[config.mk]
export PLATFORM = sky130hd
export DESIGN_NAME = fb_divider
export DESIGN_NICKNAME = d
export VERILOG_FILES = /design/src/rtl/fb_div_pkg.sv /design/src/rtl/fb_ratio_map.sv /design/src/rtl/fb_down_counter.sv /design/src/rtl/fb_divider.sv
export SDC_FILE = /design/constraint.sdc
export NUM_CORES = 1
export LEC_CHECK = 0
export BUFFER_PORTS_ARGS = -buffer_cell sky130_fd_sc_hd__buf_2
export CORE_MARGIN = 2
export CORE_UTILIZATION = 39
export CTS_CLUSTER_SIZE = 25
export DETAILED_ROUTE_END_ITERATION = 10
export PLACE_DENSITY = 0.71
export SETUP_SLACK_MARGIN = 0.15
export SYNTH_ARGS = -nofsm -noshare
export SYNTH_HDL_FRONTEND = slang
export SYNTH_SLANG_ARGS = --single-unit
[constraint.sdc]
create_clock -name clk_i -period 4.2 [get_ports clk_i]
set_clock_uncertainty 0.15 [all_clocks]
set_input_delay 0.63 -clock clk_i [delete_from_list [all_inputs] [get_ports clk_i]]
set_output_delay 0.63 -clock clk_i [all_outputs]
set_load 0.005 [all_outputs]
[src/rtl/fb_div_pkg.sv]
package fb_div_pkg;
  typedef enum logic [1:0] {
    MAP_DIRECT = 2'd0,
    MAP_TWO    = 2'd1,
    MAP_THREE  = 2'd2
  } map_sel_e;
endpackage

[src/rtl/fb_ratio_map.sv]
module fb_ratio_map #(
  parameter int W = 9
) (
  input  logic [W-1:0] prog_i,
  output logic [W-1:0] load_o
);
  import fb_div_pkg::*;

  map_sel_e sel;

  always_comb begin
    if (prog_i == '0)                  sel = MAP_TWO;
    else if (prog_i == W'(1))          sel = MAP_THREE;
    else                               sel = MAP_DIRECT;
  end

  // load value is ratio - 1
  always_comb begin
    unique case (sel)
      MAP_TWO:   load_o = W'(1);
      MAP_THREE: load_o = W'(2);
      default:   load_o = prog_i - W'(1);
    endcase
  end
endmodule

[src/rtl/fb_down_counter.sv]
module fb_down_counter #(
  parameter int W = 9
) (
  input  logic         clk_i,
  input  logic         rst_ni,
  input  logic [W-1:0] load_i,
  output logic [W-1:0] cnt_o,
  output logic         tick_o
);
  logic [W-1:0] cnt_q;
  logic         tick_q;

  always_ff @(posedge clk_i or negedge rst_ni) begin
    if (!rst_ni) begin
      cnt_q  <= '0;
      tick_q <= 1'b0;
    end else if (cnt_q == '0) begin
      cnt_q  <= load_i;
      tick_q <= 1'b1;
    end else begin
      cnt_q  <= cnt_q - W'(1);
      tick_q <= 1'b0;
    end
  end

  assign cnt_o  = cnt_q;
  assign tick_o = tick_q;

  assert_count_down_R5: assert property (@(posedge clk_i) disable iff (!rst_ni)
    (cnt_q != '0) |=> (cnt_q == $past(cnt_q) - W'(1)));

  assert_single_pulse_R6: assert property (@(posedge clk_i) disable iff (!rst_ni)
    tick_q |=> !tick_q);
endmodule

[src/rtl/fb_divider.sv]
module fb_divider #(
  parameter int W = 9
) (
  input  logic         clk_i,
  input  logic         rst_ni,
  input  logic [W-1:0] prog_i,
  output logic         strobe_o
);
  logic [W-1:0] load_val;
  logic [W-1:0] cnt;

  fb_ratio_map #(.W(W)) u_map (
    .prog_i (prog_i),
    .load_o (load_val)
  );

  fb_down_counter #(.W(W)) u_cnt (
    .clk_i  (clk_i),
    .rst_ni (rst_ni),
    .load_i (load_val),
    .cnt_o  (cnt),
    .tick_o (strobe_o)
  );

  // ratio never below 2, so a fresh load is never zero
  assert_min_ratio_R2: assert property (@(posedge clk_i) disable iff (!rst_ni)
    strobe_o |-> (cnt != '0));

  // spacing checker: cycles since last strobe stay within the largest ratio
  logic [W:0] gap_q;
  always_ff @(posedge clk_i or negedge rst_ni) begin
    if (!rst_ni)       gap_q <= '0;
    else if (strobe_o) gap_q <= (W+1)'(1);
    else if (gap_q != '1) gap_q <= gap_q + (W+1)'(1);
  end

  assert_max_gap_R4: assert property (@(posedge clk_i) disable iff (!rst_ni)
    (gap_q < (W+1)'(1 << W)));
endmodule

# ---- Word-level counts from Yosys, hierarchy flattened
# Cells that the tools add are included.
# Widths: inputs -> output; s select.
dict set report word_totals {
  reg_bits 10
  latchBits 0
  mem_bits_rw 0
  romBits 0
  input_bits 11
  out_inout_bits 1
  word_cells 14
  n_memories 0
}
dict set report op_classes {
  add_sub_neg 2
  multipliers 0
  n_div 0
  n_lt_le_gt_ge 0
  n_eq_ne 3
  shifts 0
  n_mux 5
  n_bitwise 0
  n_reduce_logical 2
}
# cell n
set ops {}
lappend ops {{$logic_not 9->1} 2}
lappend ops {{$pmux 9 s2} 1}
lappend ops {{$sub 9x1->9 const B} 2}
lappend ops {{$eq 9x1->1 const B} 1}
lappend ops {{$mux 9} 1}
lappend ops {{$mux 2} 2}
lappend ops {{$eq 2x1->1 const B} 1}
lappend ops {{$eq 2x2->1 const B} 1}
lappend ops {{$mux 1} 1}

# ---- Depth between registers and ports, before layout
# Gate-level depths: netlist of the first run.
dict set report logic_depth {
  depth_word 6
  ltp_mapped 6
  mapped_depth_nobuf 5
}

# ---- Hierarchy
# Synthesis of the first run repeated with hierarchy kept, for this count alone.
dict set report hier_totals {
  cells_unflattened 83
  area_unflattened_um2 795.8
}
# module instances cells_per_inst area_each_um2 seq_area_each_um2
set by_module_without_submodules {}
lappend by_module_without_submodules {fb_down_counter 1 49 568.0 250.2}
lappend by_module_without_submodules {fb_ratio_map 1 34 227.7 0.0}

# ---- Worst setup path after synthesis of the first run
# Ideal clock, no wire load.
dict set report synth_timing {
  path_type {input-to-reg}
  startpoint {in prog_i[0]}
  endpoint {reg u_cnt.cnt_q[7], in the netlist u_cnt.cnt_o[7]}
  arrival_ns 1.564
  required_time_ns 3.920
  setup_slack_ns 2.356
  path_stages 4
  path_cell_list {or4_4 -> nor4_4 -> xnor2_1 -> o221ai_2}
}
dict set report synth_between {
  elab_chain_len 6
  elab_cells_between_ends 9
  cone_classes {1 x add/sub; 3 x eq/ne; 4 x mux; 1 x reduce/logical}
}
# item line
set synth_rtl {}
lappend synth_rtl {{start, declared} fb_divider.sv:6} ;# input logic [W-1:0] prog_i,
lappend synth_rtl {{$eq 9x1->1} fb_ratio_map.sv:13} ;# else if (prog_i == W'(1)) sel = MAP_THREE;
lappend synth_rtl {{$mux 2} fb_ratio_map.sv:13}
lappend synth_rtl {{$mux 2} fb_ratio_map.sv:12} ;# if (prog_i == '0) sel = MAP_TWO;
lappend synth_rtl {{$eq 2x2->1 or $eq 2x1->1 (tied branches)} fb_ratio_map.sv:19} ;# unique case (sel)
lappend synth_rtl {{$pmux 9 s2 *} fb_ratio_map.sv:19}
lappend synth_rtl {{$mux 9 *} fb_down_counter.sv:17} ;# end else if (cnt_q == '0) begin
lappend synth_rtl {{end signal, assigned} fb_down_counter.sv:18} ;# cnt_q <= load_i;
lappend synth_rtl {{end signal, assigned} fb_down_counter.sv:21} ;# cnt_q <= cnt_q - W'(1);
lappend synth_rtl {{end, declared} fb_down_counter.sv:10} ;# logic [W-1:0] cnt_q;
# Mark *: on every way between the ends. The rest lies on a longest branch, timed or not.

# ---- Worst setup path after layout of the first run
dict set report layout_timing {
  startpoint {reg u_cnt.cnt_q[5], in the netlist u_cnt.cnt_o[5]}
  endpoint {reg u_cnt.cnt_q[4], in the netlist u_cnt.cnt_o[4]}
}
dict set report layout_between {
  elab_chain_len 2
}
# item line
set layout_rtl {}
lappend layout_rtl {{$logic_not 9->1} fb_down_counter.sv:17}
lappend layout_rtl {{$mux 9} fb_down_counter.sv:17}
# No other way between the ends.

==> results of run 1 <==
## worst min-delay path by stage
| stage | from | end | slack [ps] | depth (start not counted) |
|---|---|---|---|---|
| 6_report | rst_ni | u_cnt.cnt_o[6] | 60 | 1 |
| 3_3_place_gp | rst_ni | u_cnt.cnt_o[6] | 350 | 1 |
| 3_5_place_dp | rst_ni | u_cnt.cnt_o[6] | 350 | 1 |
| 2_1_floorplan | rst_ni | u_cnt.cnt_o[0] | 180 | 0 |
| 4_1_cts | rst_ni | u_cnt.cnt_o[6] | 70 | 1 |
| 5_1_grt | rst_ni | u_cnt.cnt_o[4] | 70 | 1 |
## synthesized netlist by cell type
library cell | n | area, sq um
sky130_fd_sc_hd__xor2_1 | 4 | 35.03
sky130_fd_sc_hd__nor4_2 | 1 | 12.51
sky130_fd_sc_hd__nor4_1 | 2 | 12.51
sky130_fd_sc_hd__dfrtp_1 | 10 | 250.2
sky130_fd_sc_hd__nand2_1 | 7 | 26.28
sky130_fd_sc_hd__nor3_1 | 3 | 15.01
sky130_fd_sc_hd__o211ai_1 | 2 | 15.01
sky130_fd_sc_hd__a31oi_1 | 1 | 6.260
sky130_fd_sc_hd__and3_1 | 1 | 6.260
sky130_fd_sc_hd__or4_1 | 1 | 7.510
sky130_fd_sc_hd__o22a_1 | 1 | 8.760
sky130_fd_sc_hd__buf_4 | 1 | 7.510
sky130_fd_sc_hd__o21bai_1 | 1 | 7.510
sky130_fd_sc_hd__ha_1 | 4 | 50.05
sky130_fd_sc_hd__or3_1 | 1 | 6.260
sky130_fd_sc_hd__nor4_4 | 1 | 21.27
sky130_fd_sc_hd__and2_1 | 1 | 6.260
sky130_fd_sc_hd__or4_4 | 1 | 11.26
sky130_fd_sc_hd__o22ai_1 | 5 | 31.28
sky130_fd_sc_hd__o221ai_2 | 1 | 15.01
sky130_fd_sc_hd__nand3_2 | 1 | 10.01
sky130_fd_sc_hd__xnor2_1 | 6 | 52.55
sky130_fd_sc_hd__nor3_2 | 1 | 10.01
sky130_fd_sc_hd__o21ai_0 | 1 | 5.000
sky130_fd_sc_hd__inv_1 | 5 | 18.77
sky130_fd_sc_hd__nand3_1 | 5 | 25.02
sky130_fd_sc_hd__nor2_1 | 7 | 26.28
## critical path, stage by stage (launching register included)
cell and delay, ps:
sky130_fd_sc_hd__dfrtp_1 430, sky130_fd_sc_hd__nor4_1 360, sky130_fd_sc_hd__and3_1 390, sky130_fd_sc_hd__nand3_2 230, sky130_fd_sc_hd__o211ai_1 230
## state kept, by name, summed over array words and instances, names as in the netlist
name,flops
u_cnt.cnt_o,9
u_cnt.tick_o,1
## per-stage QoR
stage | util [%] | power (mW) | cell area (sq um) | std cells
2_1_floorplan | - | 0.1081 | 699.4 | 75
3_3_place_gp | 45.57 | 0.1203 | 778.2 | 110
3_5_place_dp | 45.57 | 0.1214 | 778.2 | 110
4_1_cts | 47.69 | 0.2079 | 814.5 | 114
5_1_grt | 47.69 | 0.2181 | 814.5 | 114
6_report | 47.69 | 0.2076 | 814.5 | 114
## cell families (layout without fill, tap and decap cells)
kind of cell	Yosys count	in the layout	synth area share [%]
DFF	10	10	35.78
xor gates and xnor gates	10	10	12.52
and+or+nand+nor	33	33	28.09
AOI/OAI and AO/OA	12	12	12.70
buffers and inverters	6	20	3.757
adders and majority gates	4	4	7.156
## area by class of cell
cell class	instances	area [sq um]
tap	25	31.28
inverter	5	18.77
timing repair buffer	11	55.05
clock buffer	4	36.28
fill	164	893.4
multi-input combinational	59	422.9
sequential	10	250.2
## power by group
group / internal, mW / total [mW] / switching, mW
registers: 0.0962 / 0.0962 / 0
logic: 0.00920 / 0.0231 / 0.0139
clock network: 0.0525 / 0.0884 / 0.0358
total: 0.158 / 0.208 / 0.0497
## cell usage in the layout (no fill, tap or decap), types with 2 or more instances in the layout
cell	n
sky130_fd_sc_hd__inv_1	5
sky130_fd_sc_hd__nor4_1	2
sky130_fd_sc_hd__buf_2	11
sky130_fd_sc_hd__ha_1	4
sky130_fd_sc_hd__nor3_1	3
sky130_fd_sc_hd__o22ai_1	5
sky130_fd_sc_hd__nand3_1	5
sky130_fd_sc_hd__dfrtp_1	10
sky130_fd_sc_hd__o211ai_1	2
sky130_fd_sc_hd__nor2_1	7
sky130_fd_sc_hd__clkbuf_4	3
sky130_fd_sc_hd__xnor2_1	6
sky130_fd_sc_hd__xor2_1	4
sky130_fd_sc_hd__nand2_1	7
## layer usage
layer | track usage (%) | up-vias | routed length (um)
li1 | - | 300 | -
met1 | 19.76 | 277 | 605
met2 | 25.00 | 15 | 658
met3 | 3.529 | 2 | 56
met4 | 5.143 | 0 | 18
met5 | 0 | - | 0
==> load_flow_metrics.sql, run 1 <==
INSERT INTO impl_metrics (metric_group, metric, value, unit) VALUES
('yosys', 'synth_area_per_cell', '9.326', 'sq um'),
('yosys', 'synthDistinctLibCells', '27', ''),
('routing', 'wire_per_inst', '11.74', 'um'),
('routing', 'detailedRoute.firstIterationViolations', '7', ''),
('grt', 'antenna_found_initial', '0', ''),
('clocking', 'cts_tree', 'built', ''),
('yosys', 'synthesis.yosys.warnings', '0', ''),
('yosys', 'synth_sequential_area_ratio', '35.78', '%'),
('die', 'io-pin-count', '12', ''),
('clocking', 'postCtsResizedCells', '0', ''),
('power_and_ir_drop', 'vdd_drop_max', '0.1702', 'mV'),
('setup_path', 'timing.setup.critical_path_class', 'flip-flop to flip-flop', ''),
('setup_path', 'r2r.worst_path.cells', '4', ''),
('die', 'initial_utilization', '40.95', '%'),
('outcome', 'status', 'finished, final reports clean', ''),
('place', 'worst_slack_after_detailed_placement', '2188', 'ps'),
('die', 'rows', '15', ''),
('routing', 'postRouteWirelength', '1338', 'um'),
('setup_path', 'crit_path_end', 'u_cnt.cnt_o[4]', ''),
('yosys', 'synthesis.instances', '75', ''),
('timing', 'timing.fmax', '532.9', 'MHz'),
('timing', 'whs', '58.21', 'ps'),
('clocking', 'clock_root_buffer', 'sky130_fd_sc_hd__clkbuf_4', ''),
('layout', 'antenna-diode-count', '0', ''),
('clocking', 'clock_network_latency_to_the_later_pin_of_the_worst_skew_pair', '260', 'ps'),
('setup_path', 'timing.critical_path.fanout_max', '8', ''),
('clocking', 'hold_buffers', '0', ''),
('grt', 'vias_in_the_first_global_route', '544', ''),
('routing', 'drtPass1Iterations', '4', ''),
('die', 'floorplan.core_area', '0.001708', 'sq mm'),
('setup_path', 'worst_setup_path_end_kind', 'flip-flop', ''),
('timing', 'final-max-slew-violation-count', '0', ''),
('grt', 'globalRouteOverflowTotal', '0', ''),
('die', 'chipWidth', '46.35', 'um'),
('setup_path', 'worst_ep_arrival_time', '1900', 'ps'),
('clocking', 'clock_tree.htree_level_count', '1', ''),
('yosys', 'ys_ff_latch', '10', ''),
('clocking', 'postCtsSetupBuffers', '0', ''),
('clocking', 'clock_sink_count', '10', ''),
('setup_path', 'cp-start-kind', 'flip-flop', ''),
('layout', 'fin_nets', '105', ''),
('die', 'dieHeight', '46.35', 'um'),
('setup_path', 'crit-reg2reg-launch', 'u_cnt.cnt_o[5]', ''),
('setup_path', 'crit_required', '4230', 'ps'),
('timing', 'slew_limit_headroom', '74.96', '%'),
('timing', 'hold_violations', '0', ''),
('timing', 'setup_total_negative_slack', '0', 'ps'),
('setup_path', 'rr_endpoint', 'u_cnt.cnt_o[4]', ''),
('routing', 'detailroute.via_count', '594', ''),
('layout', 'relative_area_change_from_synthesis_to_final_layout', '16.46', '%'),
('setup_path', 'crit_path_start', 'u_cnt.cnt_o[5]', ''),
('timing', 'rsz_0062_raised_after_global_routing', 'no', ''),
('worst_hold_path', 'timing.hold.worst.class', 'primary input to asynchronous set/reset pin', ''),
('clocking', 'cts.clk_slew.worst_paths', '70', 'ps'),
('setup_path', 'r2r_setup_slk', '2320', 'ps'),
('grt', 'grt_max_degree', '11', ''),
('clocking', 'max-clock-path-buffers', '2', ''),
('power_and_ir_drop', 'power.density', '254.9', 'mW/mm^2'),
('routing', 'post_drt_via_cell_ratio', '5.211', ''),
('timing', 'final-setup-viol-count', '0', ''),
('place', 'port_buffer_cells', '11', ''),
('place', 'routabilityCongestion', '0.6850', ''),
('timing', 'post-route-min-period', '1877', 'ps'),
('grt', 'global_route_wire_length_before_repair', '2304', 'um'),
('power_and_ir_drop', 'cellLeakagePower', '0.3216', 'nW'),
('routing', 'drt.antenna.violating_nets', '0', ''),
('yosys', 'mappedNetlistNets', '90', ''),
('clocking', 'numCtsBuffers', '3', ''),
('run', 'maxCapViolCount', '0', ''),
('routing', 'drc', '0', ''),
('timing', 'fin_ws', '2323', 'ps'),
('die', 'die-area', '0.002148', 'sq mm'),
('grt', 'groute.usage.overall', '15.32', '%'),
('timing', 'worstMarginPinSlew', '372.6', 'ps'),
('layout', 'drive_above_1_share', '23.60', '%'),
('yosys', 'area_of_the_mapped_netlist', '699.4', 'sq um'),
('timing', 'timing.final.crit_share', '44.68', '%');
Power figures use the tool's default switching activity.
==> run 2: changes to the inputs <==
- PLACE_DENSITY: 0.71 -> 0.73
- clock period: 4.2 -> 1.7 ns (I/O delays scaled with it)
==> run 2 against run 1 <==
Compared with the run above:
- routed wire length grew 11%
- clock-buffer cell count down 1
- critical path type unchanged
- maximum frequency rose by 21%
==> load_flow_metrics.sql, run 2 (synthesized netlist as in run 1, its figures left out) <==
INSERT INTO impl_metrics (metric_group, metric, value, unit) VALUES
('outcome', 'status', 'finished, final reports clean', ''),
('setup_path', 'worstSetupPathDepth', '4', ''),
('layout', 'relative_area_change_from_synthesis_to_final_layout', '32.56', '%'),
('setup_path', 'crit_family', 'simple AND/OR/NAND/NOR gates', ''),
('timing', 'rsz_0062_raised_after_global_routing', 'yes', ''),
('timing', 'slew_limit_headroom', '72.28', '%'),
('routing', 'wire_per_inst', '11.95', 'um'),
('run', 'maxCapViolCount', '0', ''),
('clocking', 'cts_tree', 'built', ''),
('die', 'io-pin-count', '12', ''),
('setup_path', 'timing.setup.critical_path_class', 'flip-flop to flip-flop', ''),
('worst_hold_path', 'timing.hold.worst.class', 'primary input to flip-flop', ''),
('timing', 'timing.final.crit_share', '91.56', '%'),
('routing', 'drtPass1Iterations', '4', ''),
('setup_path', 'rr_endpoint', 'u_cnt.cnt_o[6]', ''),
('power_and_ir_drop', 'power.switching_fraction', '24.18', '%'),
('clocking', 'clock_root_buffer', 'sky130_fd_sc_hd__clkbuf_4', ''),
('die', 'initial_utilization', '40.95', '%'),
('setup_path', 'crit-reg2reg-launch', 'u_cnt.cnt_o[4]', ''),
('die', 'dieHeight', '46.35', 'um'),
('clocking', 'cts.clk_slew.worst_paths', '70', 'ps'),
('clocking', 'max-clock-path-buffers', '2', ''),
('worst_hold_path', 'min-delay-start', 'prog_i[8]', ''),
('routing', 'drt.antenna.violating_nets', '0', ''),
('setup_path', 'critical-path-slowest-cell', 'sky130_fd_sc_hd__or4_1', ''),
('die', 'die-area', '0.002148', 'sq mm'),
('timing', 'worstMarginPinSlew', '412.4', 'ps'),
('power_and_ir_drop', 'power.switching', '109.5', 'uW'),
('setup_path', 'crit_path_buffers_inverters', '0', ''),
('timing', 'final-max-slew-violation-count', '0', ''),
('grt', 'globalRouteOverflowTotal', '0', ''),
('clocking', 'clock_tree.htree_level_count', '1', ''),
('die', 'floorplan.core_area', '0.001708', 'sq mm'),
('routing', 'met2RoutedLength', '777', 'um'),
('worst_hold_path', 'timing.hold.worst_endpoint', 'u_cnt.cnt_o[8]', ''),
('timing', 'fin_ws', '143.5', 'ps'),
('place', 'routabilityCongestion', '0.7240', ''),
('power_and_ir_drop', 'power.density', '488.5', 'mW/mm^2'),
('routing', 'routed.top_layer', 'met4', ''),
('power_and_ir_drop', 'cellLeakagePower', '0.3635', 'nW'),
('timing', 'setup_total_negative_slack', '0', 'ps'),
('power_and_ir_drop', 'pwr-share-comb', '12.7', '%'),
('routing', 'postRouteWirelength', '1482', 'um'),
('routing', 'wirelength_met1', '640', 'um'),
('setup_path', 'max_stage_delay', '470', 'ps'),
('setup_path', 'worst_ep_arrival_time', '1580', 'ps'),
('power_and_ir_drop', 'clock_group_share_of_total_power', '34.8', '%'),
('layout', 'layout_commonest_cell', 'sky130_fd_sc_hd__buf_2', ''),
('power_and_ir_drop', 'fin_total_pwr', '452.9', 'uW'),
('routing', 'post_drt_via_cell_ratio', '5.177', ''),
('setup_path', 'cp-start-kind', 'flip-flop', ''),
('layout', 'fin_nets', '116', ''),
('routing', 'detailroute.via_count', '642', ''),
('timing', 'final-setup-viol-count', '0', ''),
('place', 'worst_slack_after_detailed_placement', '31.54', 'ps'),
('setup_path', 'timing.critical_path.fanout_max', '3', ''),
('setup_path', 'worstPathCellList', 'nor3_2 -> nand2_1 -> or4_1 -> o211ai_1', ''),
('grt', 'grt_max_degree', '11', ''),
('die', 'chipWidth', '46.35', 'um'),
('setup_path', 'worst_setup_path_end_kind', 'flip-flop', ''),
('power_and_ir_drop', 'vdd_drop_max', '0.3233', 'mV'),
('die', 'rows', '15', ''),
('routing', 'drc', '0', ''),
('grt', 'vias_in_the_first_global_route', '600', ''),
('grt', 'global_route_wire_length_before_repair', '2539', 'um'),
('clocking', 'clock_sink_count', '10', ''),
('layout', 'antenna-diode-count', '0', ''),
('grt', 'groute.usage.overall', '17.39', '%'),
('timing', 'post-route-min-period', '1556', 'ps'),
('timing', 'whs', '206.2', 'ps'),
('power_and_ir_drop', 'power_frac_seq', '52.5', '%'),
('setup_path', 'r2r_setup_slk', '140', 'ps'),
('grt', 'antenna_found_initial', '0', ''),
('place', 'place_hpwl', '1128', 'um'),
('setup_path', 'crit_required', '1720', 'ps'),
('layout', 'largest_register_ff_count', '9', ''),
('clocking', 'numCtsBuffers', '3', ''),
('routing', 'wl_met3', '46', 'um'),
('clocking', 'clock_network_latency_to_the_later_pin_of_the_worst_skew_pair', '260', 'ps'),
('power_and_ir_drop', 'p_int', '343.4', 'uW'),
('layout', 'drive_above_1_share', '35.35', '%'),
('timing', 'hold_violations', '0', ''),
('layout', 'layout_common_cells', 'sky130_fd_sc_hd__buf_2 (11), sky130_fd_sc_hd__buf_4 (10), sky130_fd_sc_hd__dfrtp_1 (9)', ''),
('routing', 'detailedRoute.firstIterationViolations', '16', ''),
('setup_path', 'r2r.worst_path.cells', '4', ''),
('timing', 'timing.fmax', '642.5', 'MHz'),
('place', 'port_buffer_cells', '11', ''),
('worst_hold_path', 'holdPathStages', '3', '');
-- run 2: timing repair --
item / CTS / global route
setup buffers: 3 / 1
setup endpoints to repair: 8 / 9
pin swaps: 3 / 5
endpoints found under the hold margin: 10 / 0
resized for setup: 6 / 3
gates cloned: 0 / 0
hold buffers: 1 / 0
-- run 2: layout make-up --
class / count / area, sq um
inverters: 5 / 18.77
repair buffers: 22 / 140.1
flip-flops and latches: 10 / 251.5
multi-input cells: 59 / 462.9
well taps: 25 / 31.28
clock buffers: 3 / 22.52
fillers: 159 / 780.7
-- run 2: power groups by stage --
stage               Combinational, mW  Clock (mW)  Sequential, mW
CTS                            0.0584       0.158           0.238
finish                         0.0575       0.158           0.238
global route                   0.0656       0.174           0.238
detailed placement             0.0565           0           0.242
global placement               0.0545           0           0.242
floorplan                      0.0246           0           0.242
-- run 2: stage by stage --
step           utilization, %  area [sq um]  cells
6_report                54.29         927.1    124
5_1_grt                 54.29         927.1    124
4_1_cts                 53.04         905.9    123
3_5_place_dp            48.21         823.3    116
3_3_place_gp            48.21         823.3    116
2_1_floorplan               -         699.4     75
-- run 2: metal layers --
metal,GRT usage [%],up-vias
met5,0,-
met4,8.571,0
met3,4.706,2
met2,27.78,13
met1,21.34,308
li1,-,319
-- run 2: worst max path at each step --
stage	startpoint	end	slack [ps]
6_report	u_cnt.cnt_o[4]	u_cnt.cnt_o[6]	140
3_5_place_dp	u_cnt.cnt_o[5]	u_cnt.cnt_o[7]	30
2_1_floorplan	u_cnt.cnt_o[5]	u_cnt.cnt_o[7]	150
3_3_place_gp	u_cnt.cnt_o[5]	u_cnt.cnt_o[6]	50
5_1_grt	u_cnt.cnt_o[8]	u_cnt.cnt_o[6]	70
4_1_cts	u_cnt.cnt_o[4]	u_cnt.cnt_o[6]	150
-- run 2: worst min-delay path, cell delays in order --
cell,delay [ps]
sky130_fd_sc_hd__buf_2,100
sky130_fd_sc_hd__xor2_1,70
sky130_fd_sc_hd__o22ai_1,150
